===== src/rtl/rake_pkg.sv =====
package rake_pkg;

    typedef enum logic [1:0] {
        ST_IDLE  = 2'd0,
        ST_SCAN  = 2'd1,
        ST_DUMP  = 2'd2,
        ST_APPLY = 2'd3
    } eng_state_t;

endpackage


===== src/rtl/rake_sample_ring.sv =====
module rake_sample_ring #(
    parameter int DEPTH = 64,
    parameter int SW    = 8,
    parameter int AW    = 6
) (
    input  logic                 clk,
    input  logic                 rst_n,
    input  logic                 wr_en,
    input  logic signed [SW-1:0] wr_i,
    input  logic signed [SW-1:0] wr_q,
    output logic [AW-1:0]        wr_addr,
    input  logic [AW-1:0]        rd_addr,
    output logic signed [SW-1:0] rd_i,
    output logic signed [SW-1:0] rd_q
);

    localparam logic [AW-1:0] LAST_ADDR = AW'(DEPTH - 1);

    logic signed [SW-1:0] store_i [DEPTH];
    logic signed [SW-1:0] store_q [DEPTH];
    logic [AW-1:0]        wptr;

    always_ff @(posedge clk or negedge rst_n) begin
        if (!rst_n) begin
            wptr <= '0;
            for (int k = 0; k < DEPTH; k++) begin
                store_i[k] <= '0;
                store_q[k] <= '0;
            end
        end else if (wr_en) begin
            store_i[wptr] <= wr_i;
            store_q[wptr] <= wr_q;
            wptr          <= (wptr == LAST_ADDR) ? '0 : wptr + 1'b1;
        end
    end

    assign wr_addr = wptr;
    assign rd_i    = store_i[rd_addr];
    assign rd_q    = store_q[rd_addr];

    // the write pointer steps by one per sample and wraps at the buffer depth
    a_r2_ptr_wrap: assert property (@(posedge clk) disable iff (!rst_n)
        wr_en |=> (wptr == (($past(wptr) == LAST_ADDR) ? '0 : $past(wptr) + 1'b1)));

    a_r2_ptr_hold: assert property (@(posedge clk) disable iff (!rst_n)
        !wr_en |=> $stable(wptr));

endmodule


===== src/rtl/rake_finger_cfg.sv =====
module rake_finger_cfg #(
    parameter int NF = 4,
    parameter int FW = 2,
    parameter int AW = 6
) (
    input  logic                   clk,
    input  logic                   rst_n,
    input  logic                   wr_en,
    input  logic [FW-1:0]          wr_idx,
    input  logic                   wr_on,
    input  logic [AW-1:0]          wr_delay,
    input  logic                   apply,
    output logic [NF-1:0]          act_en,
    output logic [NF-1:0][AW-1:0]  act_delay
);

    logic [NF-1:0]         pend_en;
    logic [NF-1:0][AW-1:0] pend_delay;

    for (genvar g = 0; g < NF; g++) begin : g_slot
        always_ff @(posedge clk or negedge rst_n) begin
            if (!rst_n) begin
                pend_en[g]    <= 1'b0;
                pend_delay[g] <= '0;
            end else if (wr_en && (wr_idx == FW'(g))) begin
                pend_en[g]    <= wr_on;
                pend_delay[g] <= wr_delay;
            end
        end

        always_ff @(posedge clk or negedge rst_n) begin
            if (!rst_n) begin
                act_en[g]    <= 1'b0;
                act_delay[g] <= '0;
            end else if (apply) begin
                act_en[g]    <= pend_en[g];
                act_delay[g] <= pend_delay[g];
            end
        end
    end

    // active settings move only on the boundary strobe
    a_r7_active_hold: assert property (@(posedge clk) disable iff (!rst_n)
        !apply |=> ($stable(act_en) && $stable(act_delay)));

endmodule


===== src/rtl/rake_sym_fifo.sv =====
module rake_sym_fifo #(
    parameter int DEPTH = 8,
    parameter int DW    = 26
) (
    input  logic          clk,
    input  logic          rst_n,
    input  logic          push,
    input  logic [DW-1:0] din,
    output logic          full,
    input  logic          pop,
    output logic          valid,
    output logic [DW-1:0] dout
);

    localparam int PW = (DEPTH > 1) ? $clog2(DEPTH) : 1;
    localparam int CW = $clog2(DEPTH + 1);
    localparam logic [PW-1:0] LAST_PTR = PW'(DEPTH - 1);

    logic [DW-1:0] slots [DEPTH];
    logic [PW-1:0] wp, rp;
    logic [CW-1:0] cnt;
    logic          do_push, do_pop;

    assign full    = (cnt == CW'(DEPTH));
    assign valid   = (cnt != '0);
    assign do_push = push && !full;
    assign do_pop  = pop && valid;
    assign dout    = slots[rp];

    always_ff @(posedge clk) begin
        if (do_push) slots[wp] <= din;
    end

    always_ff @(posedge clk or negedge rst_n) begin
        if (!rst_n) begin
            wp  <= '0;
            rp  <= '0;
            cnt <= '0;
        end else begin
            if (do_push) wp <= (wp == LAST_PTR) ? '0 : wp + 1'b1;
            if (do_pop)  rp <= (rp == LAST_PTR) ? '0 : rp + 1'b1;
            case ({do_push, do_pop})
                2'b10:   cnt <= cnt + 1'b1;
                2'b01:   cnt <= cnt - 1'b1;
                default: cnt <= cnt;
            endcase
        end
    end

    // a full queue without a pop stays full and keeps its head
    a_r9_full_holds: assert property (@(posedge clk) disable iff (!rst_n)
        (full && !pop) |=> (full && $stable(dout)));

    a_r9_never_over: assert property (@(posedge clk) disable iff (!rst_n)
        cnt <= CW'(DEPTH));

endmodule


===== src/rtl/rake_despreader.sv =====
module rake_despreader #(
    parameter int NUM_FINGERS = 4,
    parameter int SPC         = 4,
    parameter int BUF_DEPTH   = 64,
    parameter int SW          = 8,
    parameter int SF          = 8,
    parameter int FIFO_DEPTH  = 8,
    localparam int FW    = (NUM_FINGERS > 1) ? $clog2(NUM_FINGERS) : 1,
    localparam int AW    = (BUF_DEPTH > 1) ? $clog2(BUF_DEPTH) : 1,
    localparam int ACC_W = SW + ((SF > 1) ? $clog2(SF) : 1) + 1
) (
    input  logic                   clk,
    input  logic                   rst_n,
    input  logic                   smp_valid,
    input  logic [SW-1:0]          smp_i,
    input  logic [SW-1:0]          smp_q,
    input  logic [NUM_FINGERS-1:0] chip_code,
    input  logic                   cfg_we,
    input  logic [FW-1:0]          cfg_idx,
    input  logic                   cfg_en,
    input  logic [AW-1:0]          cfg_delay,
    output logic                   out_valid,
    input  logic                   out_ready,
    output logic [FW-1:0]          out_finger,
    output logic [ACC_W-1:0]       out_i,
    output logic [ACC_W-1:0]       out_q
);
    import rake_pkg::*;

    localparam int PHW = (SPC > 1) ? $clog2(SPC) : 1;
    localparam int CHW = (SF > 1) ? $clog2(SF) : 1;
    localparam int DW  = FW + 2 * ACC_W;
    localparam logic [PHW-1:0] PH_LAST   = PHW'(SPC - 1);
    localparam logic [CHW-1:0] CHIP_LAST = CHW'(SF - 1);
    localparam logic [FW-1:0]  F_LAST    = FW'(NUM_FINGERS - 1);
    localparam logic [AW:0]    DEPTH_X   = (AW + 1)'(BUF_DEPTH);

    // ---------------- sample buffer ----------------
    logic [AW-1:0]        wr_addr, rd_addr;
    logic signed [SW-1:0] rd_i, rd_q;

    rake_sample_ring #(.DEPTH(BUF_DEPTH), .SW(SW), .AW(AW)) ring_i (
        .clk     (clk),
        .rst_n   (rst_n),
        .wr_en   (smp_valid),
        .wr_i    (smp_i),
        .wr_q    (smp_q),
        .wr_addr (wr_addr),
        .rd_addr (rd_addr),
        .rd_i    (rd_i),
        .rd_q    (rd_q)
    );

    // ---------------- finger settings ----------------
    logic                           apply;
    logic [NUM_FINGERS-1:0]         act_en;
    logic [NUM_FINGERS-1:0][AW-1:0] act_delay;

    rake_finger_cfg #(.NF(NUM_FINGERS), .FW(FW), .AW(AW)) cfg_i (
        .clk       (clk),
        .rst_n     (rst_n),
        .wr_en     (cfg_we),
        .wr_idx    (cfg_idx),
        .wr_on     (cfg_en),
        .wr_delay  (cfg_delay),
        .apply     (apply),
        .act_en    (act_en),
        .act_delay (act_delay)
    );

    // ---------------- chip timing ----------------
    logic [PHW-1:0] phase_q;
    logic           chip_done;

    assign chip_done = smp_valid && (phase_q == PH_LAST);

    always_ff @(posedge clk or negedge rst_n) begin
        if (!rst_n)         phase_q <= '0;
        else if (smp_valid) phase_q <= (phase_q == PH_LAST) ? '0 : phase_q + 1'b1;
    end

    // ---------------- control state machine ----------------
    eng_state_t             state_q, state_d;
    logic [FW-1:0]          fidx_q;
    logic [CHW-1:0]         chip_cnt_q;
    logic [AW-1:0]          base_q;
    logic [NUM_FINGERS-1:0] code_q;

    always_comb begin
        state_d = state_q;
        unique case (state_q)
            ST_IDLE:  if (chip_done) state_d = ST_SCAN;
            ST_SCAN:  if (fidx_q == F_LAST)
                          state_d = (chip_cnt_q == CHIP_LAST) ? ST_DUMP : ST_IDLE;
            ST_DUMP:  if (fidx_q == F_LAST) state_d = ST_APPLY;
            ST_APPLY: state_d = ST_IDLE;
        endcase
    end

    always_ff @(posedge clk or negedge rst_n) begin
        if (!rst_n) begin
            state_q    <= ST_IDLE;
            fidx_q     <= '0;
            chip_cnt_q <= '0;
            base_q     <= '0;
            code_q     <= '0;
        end else begin
            state_q <= state_d;
            unique case (state_q)
                ST_IDLE: begin
                    fidx_q <= '0;
                    if (chip_done) begin
                        base_q <= wr_addr;
                        code_q <= chip_code;
                    end
                end
                ST_SCAN: begin
                    if (fidx_q == F_LAST) begin
                        fidx_q     <= '0;
                        chip_cnt_q <= (chip_cnt_q == CHIP_LAST) ? '0 : chip_cnt_q + 1'b1;
                    end else begin
                        fidx_q <= fidx_q + 1'b1;
                    end
                end
                ST_DUMP:  fidx_q <= (fidx_q == F_LAST) ? '0 : fidx_q + 1'b1;
                ST_APPLY: fidx_q <= '0;
            endcase
        end
    end

    // ---------------- offset address and correlator ----------------
    logic [AW:0]             base_x, dly_x, rd_x;
    logic signed [ACC_W-1:0] ext_i, ext_q, prod_i, prod_q, sum_i, sum_q;
    logic signed [ACC_W-1:0] acc_i [NUM_FINGERS];
    logic signed [ACC_W-1:0] acc_q [NUM_FINGERS];
    logic signed [ACC_W-1:0] sel_i, sel_q;

    assign base_x  = {1'b0, base_q};
    assign dly_x   = {1'b0, act_delay[fidx_q]};
    assign rd_x    = (base_x >= dly_x) ? (base_x - dly_x) : (base_x + DEPTH_X - dly_x);
    assign rd_addr = rd_x[AW-1:0];

    assign ext_i  = ACC_W'(rd_i);
    assign ext_q  = ACC_W'(rd_q);
    assign prod_i = code_q[fidx_q] ? -ext_i : ext_i;
    assign prod_q = code_q[fidx_q] ? -ext_q : ext_q;
    assign sel_i  = acc_i[fidx_q];
    assign sel_q  = acc_q[fidx_q];
    assign sum_i  = sel_i + prod_i;
    assign sum_q  = sel_q + prod_q;

    // ---------------- per-state outputs ----------------
    logic          acc_add, acc_clr, dump_push, fifo_full;
    logic [DW-1:0] dump_word, head_word;

    always_comb begin
        acc_add   = 1'b0;
        acc_clr   = 1'b0;
        dump_push = 1'b0;
        apply     = 1'b0;
        unique case (state_q)
            ST_IDLE:  ;
            ST_SCAN:  acc_add = act_en[fidx_q];
            ST_DUMP: begin
                acc_clr   = 1'b1;
                dump_push = act_en[fidx_q] && !fifo_full;
            end
            ST_APPLY: apply = 1'b1;
        endcase
    end

    assign dump_word = {fidx_q, sel_i, sel_q};

    for (genvar g = 0; g < NUM_FINGERS; g++) begin : g_acc
        always_ff @(posedge clk or negedge rst_n) begin
            if (!rst_n) begin
                acc_i[g] <= '0;
                acc_q[g] <= '0;
            end else if (fidx_q == FW'(g)) begin
                if (acc_add) begin
                    acc_i[g] <= sum_i;
                    acc_q[g] <= sum_q;
                end else if (acc_clr) begin
                    acc_i[g] <= '0;
                    acc_q[g] <= '0;
                end
            end
        end
    end

    // ---------------- symbol queue ----------------
    rake_sym_fifo #(.DEPTH(FIFO_DEPTH), .DW(DW)) fifo_i (
        .clk   (clk),
        .rst_n (rst_n),
        .push  (dump_push),
        .din   (dump_word),
        .full  (fifo_full),
        .pop   (out_ready),
        .valid (out_valid),
        .dout  (head_word)
    );

    assign out_finger = head_word[DW-1 -: FW];
    assign out_i      = head_word[2*ACC_W-1 -: ACC_W];
    assign out_q      = head_word[ACC_W-1:0];

    // ---------------- assertions ----------------
    // a chip end must find the engine idle
    a_r10_chip_spacing: assert property (@(posedge clk) disable iff (!rst_n)
        chip_done |-> (state_q == ST_IDLE));

    // dumps walk the fingers in ascending order, one per cycle
    a_r5_dump_order: assert property (@(posedge clk) disable iff (!rst_n)
        (state_q == ST_DUMP && fidx_q != F_LAST) |=>
            (state_q == ST_DUMP && fidx_q == $past(fidx_q) + 1'b1));

    // integration never wraps the sign
    a_r8_no_overflow: assert property (@(posedge clk) disable iff (!rst_n)
        (acc_add && (sel_i[ACC_W-1] == prod_i[ACC_W-1]))
            |-> (sum_i[ACC_W-1] == prod_i[ACC_W-1]));

    // a disabled finger's integrator does not move during a scan
    a_r6_idle_finger: assert property (@(posedge clk) disable iff (!rst_n)
        (state_q == ST_SCAN && !act_en[fidx_q]) |=>
            (acc_i[$past(fidx_q)] == $past(sel_i)));

    // settings are applied only straight after the dump walk
    a_r7_apply_after_dump: assert property (@(posedge clk) disable iff (!rst_n)
        apply |-> ($past(state_q) == ST_DUMP));

endmodule


===== config.mk =====
export PLATFORM = sky130hd
export DESIGN_NAME = rake_despreader
export DESIGN_NICKNAME = d
export VERILOG_FILES = /design/src/rtl/rake_pkg.sv /design/src/rtl/rake_sample_ring.sv /design/src/rtl/rake_finger_cfg.sv /design/src/rtl/rake_sym_fifo.sv /design/src/rtl/rake_despreader.sv
export SDC_FILE = /design/constraint.sdc
export NUM_CORES = 2
export LEC_CHECK = 0
export ABC_AREA = 0
export BUFFER_PORTS_ARGS = -buffer_cell sky130_fd_sc_hd__buf_2
export CORE_AREA = 2 2 432 434
export CTS_BUF_LIST = sky130_fd_sc_hd__clkbuf_8
export CTS_CLUSTER_DIAMETER = 40
export CTS_CLUSTER_SIZE = 10
export DETAILED_ROUTE_END_ITERATION = 10
export DIE_AREA = 0 0 434 436
export HOLD_SLACK_MARGIN = 0.15
export SYNTH_ARGS = -nofsm -noshare
export SYNTH_HDL_FRONTEND = slang
export SYNTH_SLANG_ARGS = --single-unit
export TNS_END_PERCENT = 10

===== constraint.sdc =====
create_clock -name clk -period 8.6 [get_ports clk]
set_input_delay 0.86 -clock clk [delete_from_list [all_inputs] [get_ports clk]]
set_output_delay 0.86 -clock clk [all_outputs]
set_load 0.005 [all_outputs]

* Word level (Yosys, flattened, before mapping)
Memory sizes are Yosys's and may differ from the RTL's. Index checks and enable logic that the tools add are counted. Widths: inputs -> output; s select.
Operators by class: add/sub/neg operators 15, magnitude comparators 6, equality and inequality tests 20, mux-type cells 47, bitwise operators 3, reduce and logical (&&, ||, !) cells 25
Operators by type and width (number):
- $bwmux 512 | 2
- $mux 12 | 9
- $bmux 8 s6 | 2
- $bmux 12 s2 | 2
- $demux 8 s6 | 1
- $mux 8 | 5
- $add 12x12->12 | 2
- $neg 8->12 | 2
- $mux 6 | 3
- $eq 2x2->1 const B | 8
- $ge 7x7->1 const B | 2
- $not 6->7 | 2
- $add 6x1->6 const B | 2
- $bmux 6 s2 | 1
- $mux 2 | 6
- $reduce_and 2->1 | 6
- $sub 6x6->6 | 2
- $add 3x1->3 const B | 3
- $eq 3x3->1 const B | 3
- $logic_and 1x1->1 | 9
- $mux 3 | 3
- $eq 2x1->1 const B | 4
- $mux 1 | 8
- $pmux 2 s4 | 1
- 20 further kinds | 28
Word-level totals: register bits 1211, bits in writable memories 208, input bits 34, output and inout bits 27, word-level logic and storage cells 279, memories kept 1
Memory list:
- fifo_i.slots | depth 8, bits a word 26, rd ports 1, clocked after Yosys merged registers in 0, wr ports 1, RTL line rake_sym_fifo.sv:19 | logic [DW-1:0] slots [DEPTH];

* Logic depth before layout (Yosys ltp)
depth in word-level cells 12, depth in mapped cells 31, depth with buffers taken out 27

* By module
A second synthesis with hierarchy kept.
Unflattened totals: cells, all modules 4077, area total of the unflattened synthesis 64608.2 µm²
By module, submodules not included:
- rake_sample_ring | instances 1, cells an instance 3008, area an instance 46975.1 µm²
- rake_sym_fifo | instances 1, cells an instance 370, area an instance 8703.3 µm²
- rake_despreader | instances 1, cells an instance 580, area an instance 6831.6 µm²
- rake_finger_cfg | instances 1, cells an instance 119, area an instance 2098.3 µm²

* Least setup slack after synthesis
No wires, ideal clock.
path type register to register, from reg fidx_q[0], to reg acc_q[11] (netlist bit), library setup time 0.121 ns, data arrival time 6.699 ns, required time 8.479 ns, setup slack 1.780 ns, cell stages (with the launch flop) 30, cell sequence dfrtp_1 buf_4 buf_1 mux4_2 ha_1 inv_1 fa_1 buf_2 buf_6 clkbuf_1 buf_2 mux4_2 nand2_1 a32oi_1 nand2_1 mux2_2 ha_1 a21o_1 ha_1 a21o_1 a21o_1 a21o_1 a21o_1 a21o_1 a21oi_1 o21bai_1 a2111oi_0 nor3_1 xnor3_1 o21ai_1
On the way: cells in the longest elaborated chain, start to end 12
RTL lines:
- from (decl) | RTL line rake_despreader.sv:84 | logic [FW-1:0] fidx_q;
- from (signal assigned) | RTL line rake_despreader.sv:122 | fidx_q <= fidx_q + 1'b1;
- from (signal assigned) | RTL line rake_despreader.sv:125 | ST_DUMP: fidx_q <= (fidx_q == F_LAST) ? '0 : fidx_q + 1'b1;
- $bmux 6 s2 | RTL line rake_despreader.sv:139 | assign dly_x = {1'b0, act_delay[fidx_q]};
- $mux 6 (implied by the code) | RTL line rake_despreader.sv:139
- $sub 6x6->6 / $ge 6x6->1 (equally long branches) | RTL line rake_despreader.sv:140 | assign rd_x = (base_x >= dly_x) ? (base_x - dly_x) : (base_x + DEPTH_X - dly_x);
- $mux 6 | RTL line rake_despreader.sv:140
- $not 6->7 (implied by the code) | RTL line rake_sample_ring.sv:39 | assign rd_q = store_q[rd_addr];
- $bmux 8 s6 | RTL line rake_sample_ring.sv:39
- $mux 8 (implied by the code) (2 in a row) | RTL line rake_sample_ring.sv:39
- $neg 8->12 | RTL line rake_despreader.sv:146 | assign prod_q = code_q[fidx_q] ? -ext_q : ext_q;
- $mux 12 | RTL line rake_despreader.sv:146
- $add 12x12->12 | RTL line rake_despreader.sv:150 | assign sum_q = sel_q + prod_q;
- $mux 12 | RTL line rake_despreader.sv:180 | if (acc_add) begin
- to (signal, indexed assignment) | RTL line rake_despreader.sv:182 | acc_q[g] <= sum_q;
- to (decl) | RTL line rake_despreader.sv:135 | logic signed [ACC_W-1:0] acc_q [NUM_FINGERS];
Parallel ways exist; a longest one is shown, timed or not. The select of a mux whose other input is x is not followed. A chain may end at the register's enable or synchronous reset.

* Final worst setup path
from reg fidx_q[0], to reg acc_q[35] (netlist bit)
The elaborated chain is that of the path after synthesis.

==> flow_summary.toml <==
[floorplanning]
start_util = 0.349
core_sq_um = 185000
rows = 158
io_pins = 61
die_w_microns = 434
dieArea_sq_um = 189000
die_h_microns = 436

[global_route]
gr-total-overflow = 0
grt_max_degree = 160
grtUsageTotal = 0.171
first_global_vias = 37400
antenna_found_initial = 8
grt_pass1_wl_microns = 244000

[cells_and_area]
finalNonFillerCells = 6784
syn2layout_area_growth_pct = 11.7
multi_input_area_sq_um = 26300
drive_above_1_share = 0.471
num-fill-cells = 17200
layout.nets = 4232
regArea_sq_um = 36600

[pwr]
ir_drop_uv = 342
intPower_mw = 15.8
p_comb_frac = 0.375
netSwitchingFraction = 0.349
power.clock.fraction = 0.241
power.total_mw = 24.3
p_leak_nw = 31.3
pwr-share-seq = 0.384
powerDensity_nw_per_um2 = 338
p_switching_mw = 8.48

[clock_network]
root_buffer = "clkbuf_8"
cts.sinks = 1419
cts_buffers = 205
h-tree-depth = 4
tritoncts = "done"
clock_latency_ps = 940
cts_buffer_depth = 3
cts_setup_buffers = 0
path_clk_slew_ps = 70

[worst_setup_path]
rr_worst_depth = 24
worstSetupStartpointType = "flop"
timing.rr.end = "acc_q[35]$_DFFE_PN0P_"
rrSetupSlack_ps = 1100
setup.worst_path.class = "flop to flop"
worstPathRequired_ps = 9410
crit_arrival_ps = 8300
critPathMaxFanout = 37
r2r_start = "fidx_q[0]$_DFF_PN0_"
end_kind = "flop"

[timing]
setup_viol = 0
fin_skew_ps = 66.6
hold_viol = 0
slew_headroom = 0.173
period_share = 0.872
setup-tns-final_ps = 0
min_period_ps = 7500
holdWs_ps = 244
rsz0062_at_grt = "false"
fmax_ghz = 0.133
worst-slew-pin-transition_ps = 1240
maxSlewViolCount = 0

[logic_synthesis]
synth_area_leader_cell = "dfrtp_1"
synthArstFlopShare = 0.853
synth.net_count = 4177
synth.distinct_cells = 67
synth_top_cells_by_count = "dfrtp_1, mux2_2, mux4_2"
synth_edf_count = 208
synthTopCellsByArea = "dfrtp_1, mux2_2, mux4_2, edfxtp_1, nand2_1"
synthFlopType = "dfrtp_1"
syn_area_per_cell_sq_um = 15.7
post-synth-top-count-cell = "dfrtp_1"
yosys.area.top_type_share = 0.471
ys_seq_area_frac = 0.568
syn_area_sq_um = 64300
ys_warn_count = 0
syn_inst = 4087
synth_seq_cells = 1419

[min_path]
min_path_type = "primary input to flop"
hold_path_depth = 2
hp-start = "cfg_delay[5]"
min_to = "cfg_i.pend_delay[23]$_DFFE_PN0P_"

[outcome]
run_status = "finished clean"

[routing]
drtPass1Iterations = 5
drt_iter0_markers = 2329
wire_per_inst_microns = 23.5
ant_nets = 0
wl_microns = 160000
drcViolationCount = 0
num_vias = 35500
drt-vias-per-instance = 5.24

[placement]
dpl.hpwl_microns = 98100
dp.cells = 6414
portBuffers = 60
place.gp.congestion = 0.829

[flow_run]
max_cap_viol_count = 0
[what timing repair did]
| action | 4_1_cts | 5_1_grt |
|---|---|---|
| endpoints found under the hold margin | 121 | 0 |
| hold buffers | 1 | 0 |
| gates resized for setup | 0 | 0 |
[registers in the layout (all words and copies together), names as in the netlist, 6 cells and up, named ones only]
| name | flops |
|---|---|
| acc_i | 48 |
| acc_q | 48 |
| base_q | 6 |
| cfg_i.act_delay | 24 |
| cfg_i.pend_delay | 24 |
| fifo_i.slots | 208 |
| ring_i.store_i | 512 |
| ring_i.store_q | 512 |
| ring_i.wr_addr | 6 |
[critical path, stage by stage, from the launching register on]
cell	delay [ps]
dfrtp_2	570
mux4_2	450
ha_4	140
inv_1	50
fa_4	1330
buf_12	280
mux4_2	220
mux2i_1	130
a32oi_1	540
nand2_1	220
mux2_2	330
ha_1	290
a21o_1	180
ha_1	270
a21o_1	180
a21o_1	200
a21o_1	180
a21o_1	200
a21o_1	180
a21oi_1	290
o21bai_1	130
a2111oi_0	450
nor3_1	120
xnor3_1	300
o21ai_1	80
[cells in the final DEF (no fill, tap or decap), types with 38 or more instances in the layout]
master / n
ha_1: 51
mux4_2: 327
o21ai_0: 51
nor2_1: 60
clkbuf_8: 241
inv_1: 76
o31ai_1: 41
buf_4: 106
buf_2: 59
mux2_2: 1140
edfxtp_1: 208
a32oi_1: 38
nand2_1: 251
dfrtp_1: 1206
mux2i_1: 58
[through the flow]
stage | area [sq um] | utilization | setup WS [ps]
final | 71900 | 0.389 | 1100
after global routing | 71900 | 0.389 | 690
after CTS | 71900 | 0.389 | 1150
after detailed placement | 67400 | 0.365 | 1180
after global placement | 67400 | 0.365 | 1160
after floorplan | 64300 | - | 1780
[power groups by stage]
| stage | logic, mW | registers (mW) | clock network, mW |
|---|---|---|---|
| finish | 9.12 | 9.33 | 5.85 |
| global placement | 9.06 | 9.38 | 0 |
| floorplan | 6.73 | 9.03 | 0 |
| detailed placement | 9.16 | 9.45 | 0 |
| global route | 9.77 | 9.53 | 6.32 |
| CTS | 9.18 | 9.32 | 6.02 |
[worst max path at each step]
stage / endpoint / cells after the start / slack, ps / from
2_1_floorplan: acc_q[11]$_DFFE_PN0P_ / 29 / 1780 / fidx_q[0]$_DFF_PN0_
3_3_place_gp: acc_i[47]$_DFFE_PN0P_ / 27 / 1160 / fidx_q[0]$_DFF_PN0_
3_5_place_dp: acc_i[11]$_DFFE_PN0P_ / 27 / 1180 / fidx_q[0]$_DFF_PN0_
4_1_cts: acc_i[11]$_DFFE_PN0P_ / 27 / 1150 / fidx_q[0]$_DFF_PN0_
5_1_grt: acc_q[47]$_DFFE_PN0P_ / 24 / 690 / fidx_q[0]$_DFF_PN0_
6_report: acc_q[35]$_DFFE_PN0P_ / 24 / 1100 / fidx_q[0]$_DFF_PN0_
[layer usage]
layer	wire, microns	GRT usage	part of all wire
met1	70900	0.231	0.44
met2	77400	0.279	0.48
met3	7620	0.0338	0.048
met4	3650	0.0468	0.023
met5	46	0	0.00029
[logic make-up (layout without fill, tap and decap cells)]
kind of cell,after synthesis,after routing,share of synthesized area
xor gates and xnor gates,43,43,0.00630
AOI/OAI and AO/OA,220,220,0.0233
other,0,4,0
DFF,1419,1419,0.568
and+or+nand+nor,435,435,0.0293
muxes,1555,1555,0.335
buffers and inverters,359,572,0.0266
adders and majority gates,56,56,0.0114
[cell type report]
cell class,count,share of cell area
inverters,27,0.00141
clock buffers,241,0.0461
clock inverters,124,0.0160
well taps,2480,0.0432
multi-input cells,2309,0.365
diodes,4,0.000139
flip-flops and latches,1419,0.509
repair buffers,180,0.0192
No activity file was read; power rests on OpenSTA's default activity.
